**config.mk**
```make
export PLATFORM = sky130hd
export DESIGN_NAME = trig_delay_seq
export DESIGN_NICKNAME = d
export VERILOG_FILES = /design/src/rtl/tds_pkg.sv /design/src/rtl/tds_trig_sync.sv /design/src/rtl/tds_coarse_cnt.sv /design/src/rtl/tds_fsm.sv /design/src/rtl/trig_delay_seq.sv
export SDC_FILE = /design/constraint.sdc
export NUM_CORES = 1
export LEC_CHECK = 0
export ABC_AREA = 1
export ABC_CLOCK_PERIOD_IN_PS = 1400
export CORE_UTILIZATION = 49
export DETAILED_ROUTE_END_ITERATION = 7
export GPL_TIMING_DRIVEN = 0
export PLACE_DENSITY = 0.85
export SYNTH_ARGS = -nofsm -noshare
export SYNTH_HDL_FRONTEND = slang
export SYNTH_SLANG_ARGS = --single-unit
```
**constraint.sdc**
```tcl
create_clock -name clk_i -period 1.4 [get_ports clk_i]
set_input_delay 0.28 -clock clk_i [delete_from_list [all_inputs] [get_ports clk_i]]
set_output_delay 0.28 -clock clk_i [all_outputs]
set_load 0.01 [all_outputs]
```
**src/rtl/tds_pkg.sv**
```systemverilog
package tds_pkg;
  typedef enum logic [2:0] {
    ST_IDLE  = 3'd0,
    ST_ARMED = 3'd1,
    ST_RAMP1 = 3'd2,
    ST_COUNT = 3'd3,
    ST_RAMP2 = 3'd4,
    ST_DONE  = 3'd5
  } tds_state_e;
endpackage

```
**src/rtl/tds_trig_sync.sv**
```systemverilog
module tds_trig_sync #(
  parameter int STAGES = 2
) (
  input  logic clk_i,
  input  logic rst_ni,
  input  logic trig_i,
  output logic rise_o
);
  logic [STAGES-1:0] sync_q;
  logic              prev_q;

  always_ff @(posedge clk_i or negedge rst_ni) begin
    if (!rst_ni) begin
      sync_q <= '0;
      prev_q <= 1'b0;
    end else begin
      sync_q <= {sync_q[STAGES-2:0], trig_i};
      prev_q <= sync_q[STAGES-1];
    end
  end

  assign rise_o = sync_q[STAGES-1] & ~prev_q;

  p_rise_single_r3: assert property (@(posedge clk_i) disable iff (!rst_ni)
    rise_o |=> !rise_o);
endmodule

```
**src/rtl/tds_coarse_cnt.sv**
```systemverilog
module tds_coarse_cnt #(
  parameter int CNT_W = 8
) (
  input  logic             clk_i,
  input  logic             rst_ni,
  input  logic             load_i,
  input  logic [CNT_W-1:0] val_i,
  input  logic             dec_i,
  output logic             zero_o,
  output logic             one_o
);
  logic [CNT_W-1:0] rem_q;

  always_ff @(posedge clk_i or negedge rst_ni) begin
    if (!rst_ni)     rem_q <= '0;
    else if (load_i) rem_q <= val_i;
    else if (dec_i)  rem_q <= rem_q - 1'b1;
  end

  assign zero_o = (rem_q == '0);
  assign one_o  = (rem_q == CNT_W'(1));

  p_no_underflow_r4: assert property (@(posedge clk_i) disable iff (!rst_ni)
    dec_i |-> !zero_o);
endmodule

```
**src/rtl/tds_fsm.sv**
```systemverilog
module tds_fsm
  import tds_pkg::*;
(
  input  logic clk_i,
  input  logic rst_ni,
  input  logic arm_i,
  input  logic rise_i,
  input  logic sample_i,
  input  logic cnt_zero_i,
  input  logic cnt_one_i,
  output logic dec_o,
  output logic ramp_en_o,
  output logic cnt_en_o,
  output logic v_hold_o,
  output logic clk_gate_o,
  output logic trig_stb_o,
  output logic done_o,
  output logic err_o
);
  tds_state_e state_q, state_d;
  logic       err_q;

  always_comb begin
    state_d = state_q;
    if (arm_i) state_d = ST_ARMED;
    else begin
      unique case (state_q)
        ST_ARMED: if (rise_i)     state_d = ST_RAMP1;
        ST_RAMP1: state_d = cnt_zero_i ? ST_RAMP2 : ST_COUNT;
        ST_COUNT: if (cnt_one_i)  state_d = ST_RAMP2;
        ST_RAMP2: if (sample_i)   state_d = ST_DONE;
        default:  state_d = state_q;
      endcase
    end
  end

  always_ff @(posedge clk_i or negedge rst_ni) begin
    if (!rst_ni) begin
      state_q <= ST_IDLE;
      err_q   <= 1'b0;
    end else begin
      state_q <= state_d;
      err_q   <= (err_q & ~arm_i) | (sample_i & (state_q != ST_RAMP2));
    end
  end

  assign ramp_en_o  = (state_q == ST_RAMP1) | (state_q == ST_RAMP2);
  assign clk_gate_o = (state_q == ST_COUNT);
  assign cnt_en_o   = (state_q == ST_RAMP1) | (state_q == ST_COUNT);
  assign v_hold_o   = (state_q != ST_IDLE) & (state_q != ST_ARMED);
  assign trig_stb_o = (state_q == ST_RAMP1);
  assign done_o     = (state_q == ST_DONE);
  assign dec_o      = clk_gate_o & ~arm_i;
  assign err_o      = err_q;

  p_accept_from_armed_r3: assert property (@(posedge clk_i) disable iff (!rst_ni)
    trig_stb_o |-> $past(state_q) == ST_ARMED);
  p_ramp1_once_r4: assert property (@(posedge clk_i) disable iff (!rst_ni)
    trig_stb_o |=> !trig_stb_o);
  p_gate_excl_r4: assert property (@(posedge clk_i) disable iff (!rst_ni)
    !(ramp_en_o && clk_gate_o));
  p_tc_restart_r5: assert property (@(posedge clk_i) disable iff (!rst_ni)
    (clk_gate_o && cnt_one_i && !arm_i) |=> (ramp_en_o && !clk_gate_o));
  p_done_hold_r7: assert property (@(posedge clk_i) disable iff (!rst_ni)
    (done_o && !arm_i) |=> done_o);
  p_err_sticky_r8: assert property (@(posedge clk_i) disable iff (!rst_ni)
    (err_o && !arm_i) |=> err_o);
  p_hold_span_r9: assert property (@(posedge clk_i) disable iff (!rst_ni)
    (v_hold_o && !arm_i) |=> v_hold_o);
endmodule

```
**src/rtl/trig_delay_seq.sv**
```systemverilog
module trig_delay_seq #(
  parameter int CNT_W     = 8,
  parameter int SYNC_STGS = 2
) (
  input  logic             clk_i,
  input  logic             rst_ni,
  input  logic             arm_i,
  input  logic             trig_i,
  input  logic [CNT_W-1:0] coarse_cnt_i,
  input  logic             sample_taken_i,
  output logic             ramp_en_o,
  output logic             cnt_en_o,
  output logic             v_hold_o,
  output logic             clk_gate_o,
  output logic             trig_stb_o,
  output logic             done_o,
  output logic             err_o
);
  logic rise, cnt_zero, cnt_one, dec;

  tds_trig_sync #(.STAGES(SYNC_STGS)) u_sync (
    .clk_i (clk_i),
    .rst_ni(rst_ni),
    .trig_i(trig_i),
    .rise_o(rise)
  );

  tds_coarse_cnt #(.CNT_W(CNT_W)) u_cnt (
    .clk_i (clk_i),
    .rst_ni(rst_ni),
    .load_i(arm_i),
    .val_i (coarse_cnt_i),
    .dec_i (dec),
    .zero_o(cnt_zero),
    .one_o (cnt_one)
  );

  tds_fsm u_fsm (
    .clk_i     (clk_i),
    .rst_ni    (rst_ni),
    .arm_i     (arm_i),
    .rise_i    (rise),
    .sample_i  (sample_taken_i),
    .cnt_zero_i(cnt_zero),
    .cnt_one_i (cnt_one),
    .dec_o     (dec),
    .ramp_en_o (ramp_en_o),
    .cnt_en_o  (cnt_en_o),
    .v_hold_o  (v_hold_o),
    .clk_gate_o(clk_gate_o),
    .trig_stb_o(trig_stb_o),
    .done_o    (done_o),
    .err_o     (err_o)
  );
endmodule

```
==> results.yml <==
placed_design:
  dp.cells: 175
  gp_congestion: 0.894
  post-place-ws_ps: -307
  post_dp_cell_area_um2: 1150
  io_buffers: 18
  hpwl_um: 1640
power_and_ir_drop:
  swShare_pct: 47.0
  p_switching_mw: 1.44
  vdd.ir_drop.worst_mv: 1.35
  powerDensity_nw_per_um2: 2120
  p_comb_share_pct: 68.5
  power.internal_mw: 1.62
  power.leakage_nw: 0.720
  clock_power_share_pct: 8.6
  sequentialPowerShare_pct: 22.8
job:
  maxCapViolations: 0
timing:
  rsz0062_at_grt: "true"
  setup_slack_ps: -174
  slew_violations: 0
  hold_viol: 0
  timing.setup.tns_ps: -1120
  finClkSkew_ps: 12.2
  max_slew_margin_pct: 54.1
  worst_pin_slew_ps: 686
  fmax_mhz: 635
  min_period_ps: 1570
  setup_viol: 9
  fin_crit_sh_pct: 112
synth:
  yosysWarnings: 0
  yosysMostFrequentCell: "nand2_1"
  syn_nets: 147
  synth_area_leaders: "dfrtp_1 40%, nand2_1 13%, nand3_1 8.5%, inv_1 8.0%, nor2_1 5.6%"
  synth_cell_types: 24
  yosysTopAreaCell: "dfrtp_1"
  syn_area_um2: 941
  synthFlopType: "dfrtp_1"
  synth.top_cells.by_count: "33 x nand2_1, 20 x inv_1, 16 x nand3_1, 15 x dfrtp_1, 14 x nor2_1"
  ys_seq_elements: 15
  syn_inst: 132
  syn_avg_cell_area_um2: 7.13
  synth_top_cell_area_share_pct: 39.9
  ys_seq_area_share_pct: 39.9
  synth_edf_count: 0
  async_reset_ff_share_pct: 100
setup_path:
  critPathLaunchType: "flip-flop"
  end_kind: "primary output"
  cpPeakStageDelay_ps: 450
  crit_slowest_cell: "dfrtp_2"
  critPathArrivalTime_ps: 1290
  crit_type: "flip-flop to primary output"
  cp.required_ps: 1120
  crit_fanout: 4
  ff2ff_setup_slack_ps: -110
  cp_cell_sequence: "buf_6 > inv_6 > nor2_4 > o21a_1 > inv_1 > buf_2"
floorplanning:
  rows: 15
  die_x_um: 45.8
  core_um2: 1760
  dieHeight_um: 45.8
  ioPinCount: 20
  initial_utilization_pct: 53.3
  dieArea_um2: 2100
clock_tree:
  cts_buffer_depth: 2
  h-tree-depth: 1
  clk_pin_slew_ps: 110
  clock-root-buffer: "clkbuf_4"
  cts_tree: "done"
  clkSinkCount: 15
  hold_buffers: 0
  cts_buffers: 3
  clkLatencyLatePin_ps: 290
global_routing:
  grtUsageTotal_pct: 30.9
  grt_max_degree: 16
  grt_pass1_vias: 1027
  grt_overflow: 0
  grt_first_pass_wirelength_um: 4590
  antenna_found_initial: 0
hold_path:
  min_path_type: "primary input to flip-flop"
layout:
  diodes: 0
  final_util_pct: 82.0
  drive_above_1_share_pct: 33.5
  syn_to_final_growth_pct: 53.7
  fin_cells: 201
  final_cell_area_um2: 1450
  nets: 192
  fill_cells: 113
detailed_routing:
  num_vias: 1155
  wire_per_inst_um: 17.0
  first_pass_iters: 6
  ant_nets: 0
  wirelength_um: 3410
  via_per_inst: 5.75
  drc: 0
  dr.first_iter.drc_count: 96
run_status:
  violations: "setup timing"
  status: "finished, violations left"
area by class of cell:
| type | instances | area [um2] | share of cell area [%] |
|---|---|---|---|
| plain buffers | 2 | 12.5 | 0.865 |
| clock buffers | 3 | 22.5 | 1.56 |
| clock inverters | 1 | 5.00 | 0.346 |
| inverters | 21 | 86.3 | 5.97 |
| multi-input cells | 94 | 556 | 38.4 |
| flip-flops and latches | 15 | 378 | 26.1 |
| well taps | 25 | 31.3 | 2.16 |
| repair buffers | 40 | 355 | 24.6 |
through the flow:
stage	hold slack (ps)	total power, mW
floorplan	-15.6	1.46
finish	299	3.06
detailed placement	349	1.87
global placement	336	1.82
CTS	295	2.57
global route	315	3.27
layer usage:
| layer | track usage (%) | vias up | share of wire (%) |
|---|---|---|---|
| li1 | - | 519 | - |
| met1 | 37.3 | 520 | 39 |
| met3 | 5.56 | 37 | 6.4 |
| met5 | 0 | - | 0 |
| met4 | 15.3 | 0 | 6.5 |
| met2 | 52.6 | 79 | 48 |
worst max-delay path: cells and delay by family, from the launching register on:
kind	cells	cell delay [ps]
buf+inv	4	350
compound gates	1	180
simple gates	1	40
flops	1	450
cell families after synthesis:
| logic type | after synthesis | share of synthesized area (%) |
|---|---|---|
| fa+ha+maj | 2 | 2.66 |
| compound gates | 17 | 11.4 |
| flops | 15 | 39.9 |
| buf+inv | 23 | 9.71 |
| simple gates | 74 | 35.4 |
| xor+xnor | 1 | 0.931 |
sequential cells by signal, indices dropped and copies added, names as in the netlist:
signal         count
u_fsm.state_q      3
u_sync.prev_q      1
u_cnt.rem_q        8
u_sync.sync_q      2
u_fsm.err_o        1
final timing paths:
check / start / end / depth (start not counted)
setup / recovery: u_fsm.state_q[0]$_DFFE_PN0P_ / v_hold_o / 6
hold / removal: arm_i / u_cnt.rem_q[3]$_DFFE_PN0P_ / 3
setup reg to reg: u_fsm.state_q[0]$_DFFE_PN0P_ / u_fsm.state_q[1]$_DFFE_PN0P_ / 10
hold reg to reg: u_sync.sync_q[0]$_DFF_PN0_ / u_sync.sync_q[1]$_DFF_PN0_ / 0
max in group asynchronous: rst_ni / u_fsm.state_q[0]$_DFFE_PN0P_ / 1
min in group asynchronous: rst_ni / u_cnt.rem_q[3]$_DFFE_PN0P_ / 1
power by group through the flow:
stage	Combinational (mW)	Sequential [mW]	Clock, mW
2_1_floorplan	0.791	0.670	0
3_3_place_gp	1.13	0.696	0
3_5_place_dp	1.16	0.705	0
4_1_cts	1.64	0.669	0.255
5_1_grt	2.27	0.709	0.288
6_report	2.10	0.699	0.264
placed cells by master, fill, tap and decap left out, drive strengths merged:
cell / n
dlygate4sd2: 1
a21oi: 1
nor2: 16
clkinv: 1
nand3: 18
inv: 21
o221ai: 1
o22ai: 1
o211ai: 4
buf: 30
nand3b: 1
a31oi: 1
o21ai: 7
nand4: 4
clkbuf: 3
ha: 2
o21a: 1
xnor2: 1
a22o: 1
nor3: 1
nand2: 34
dfrtp: 15
clkdlybuf4s50: 11
repair_timing:
item	CTS	global route
resized for setup	47	21
endpoints found under the setup margin	9	15
buffers inserted	16	6
pin swaps	4	10
(Power assumes the default switching activity.)
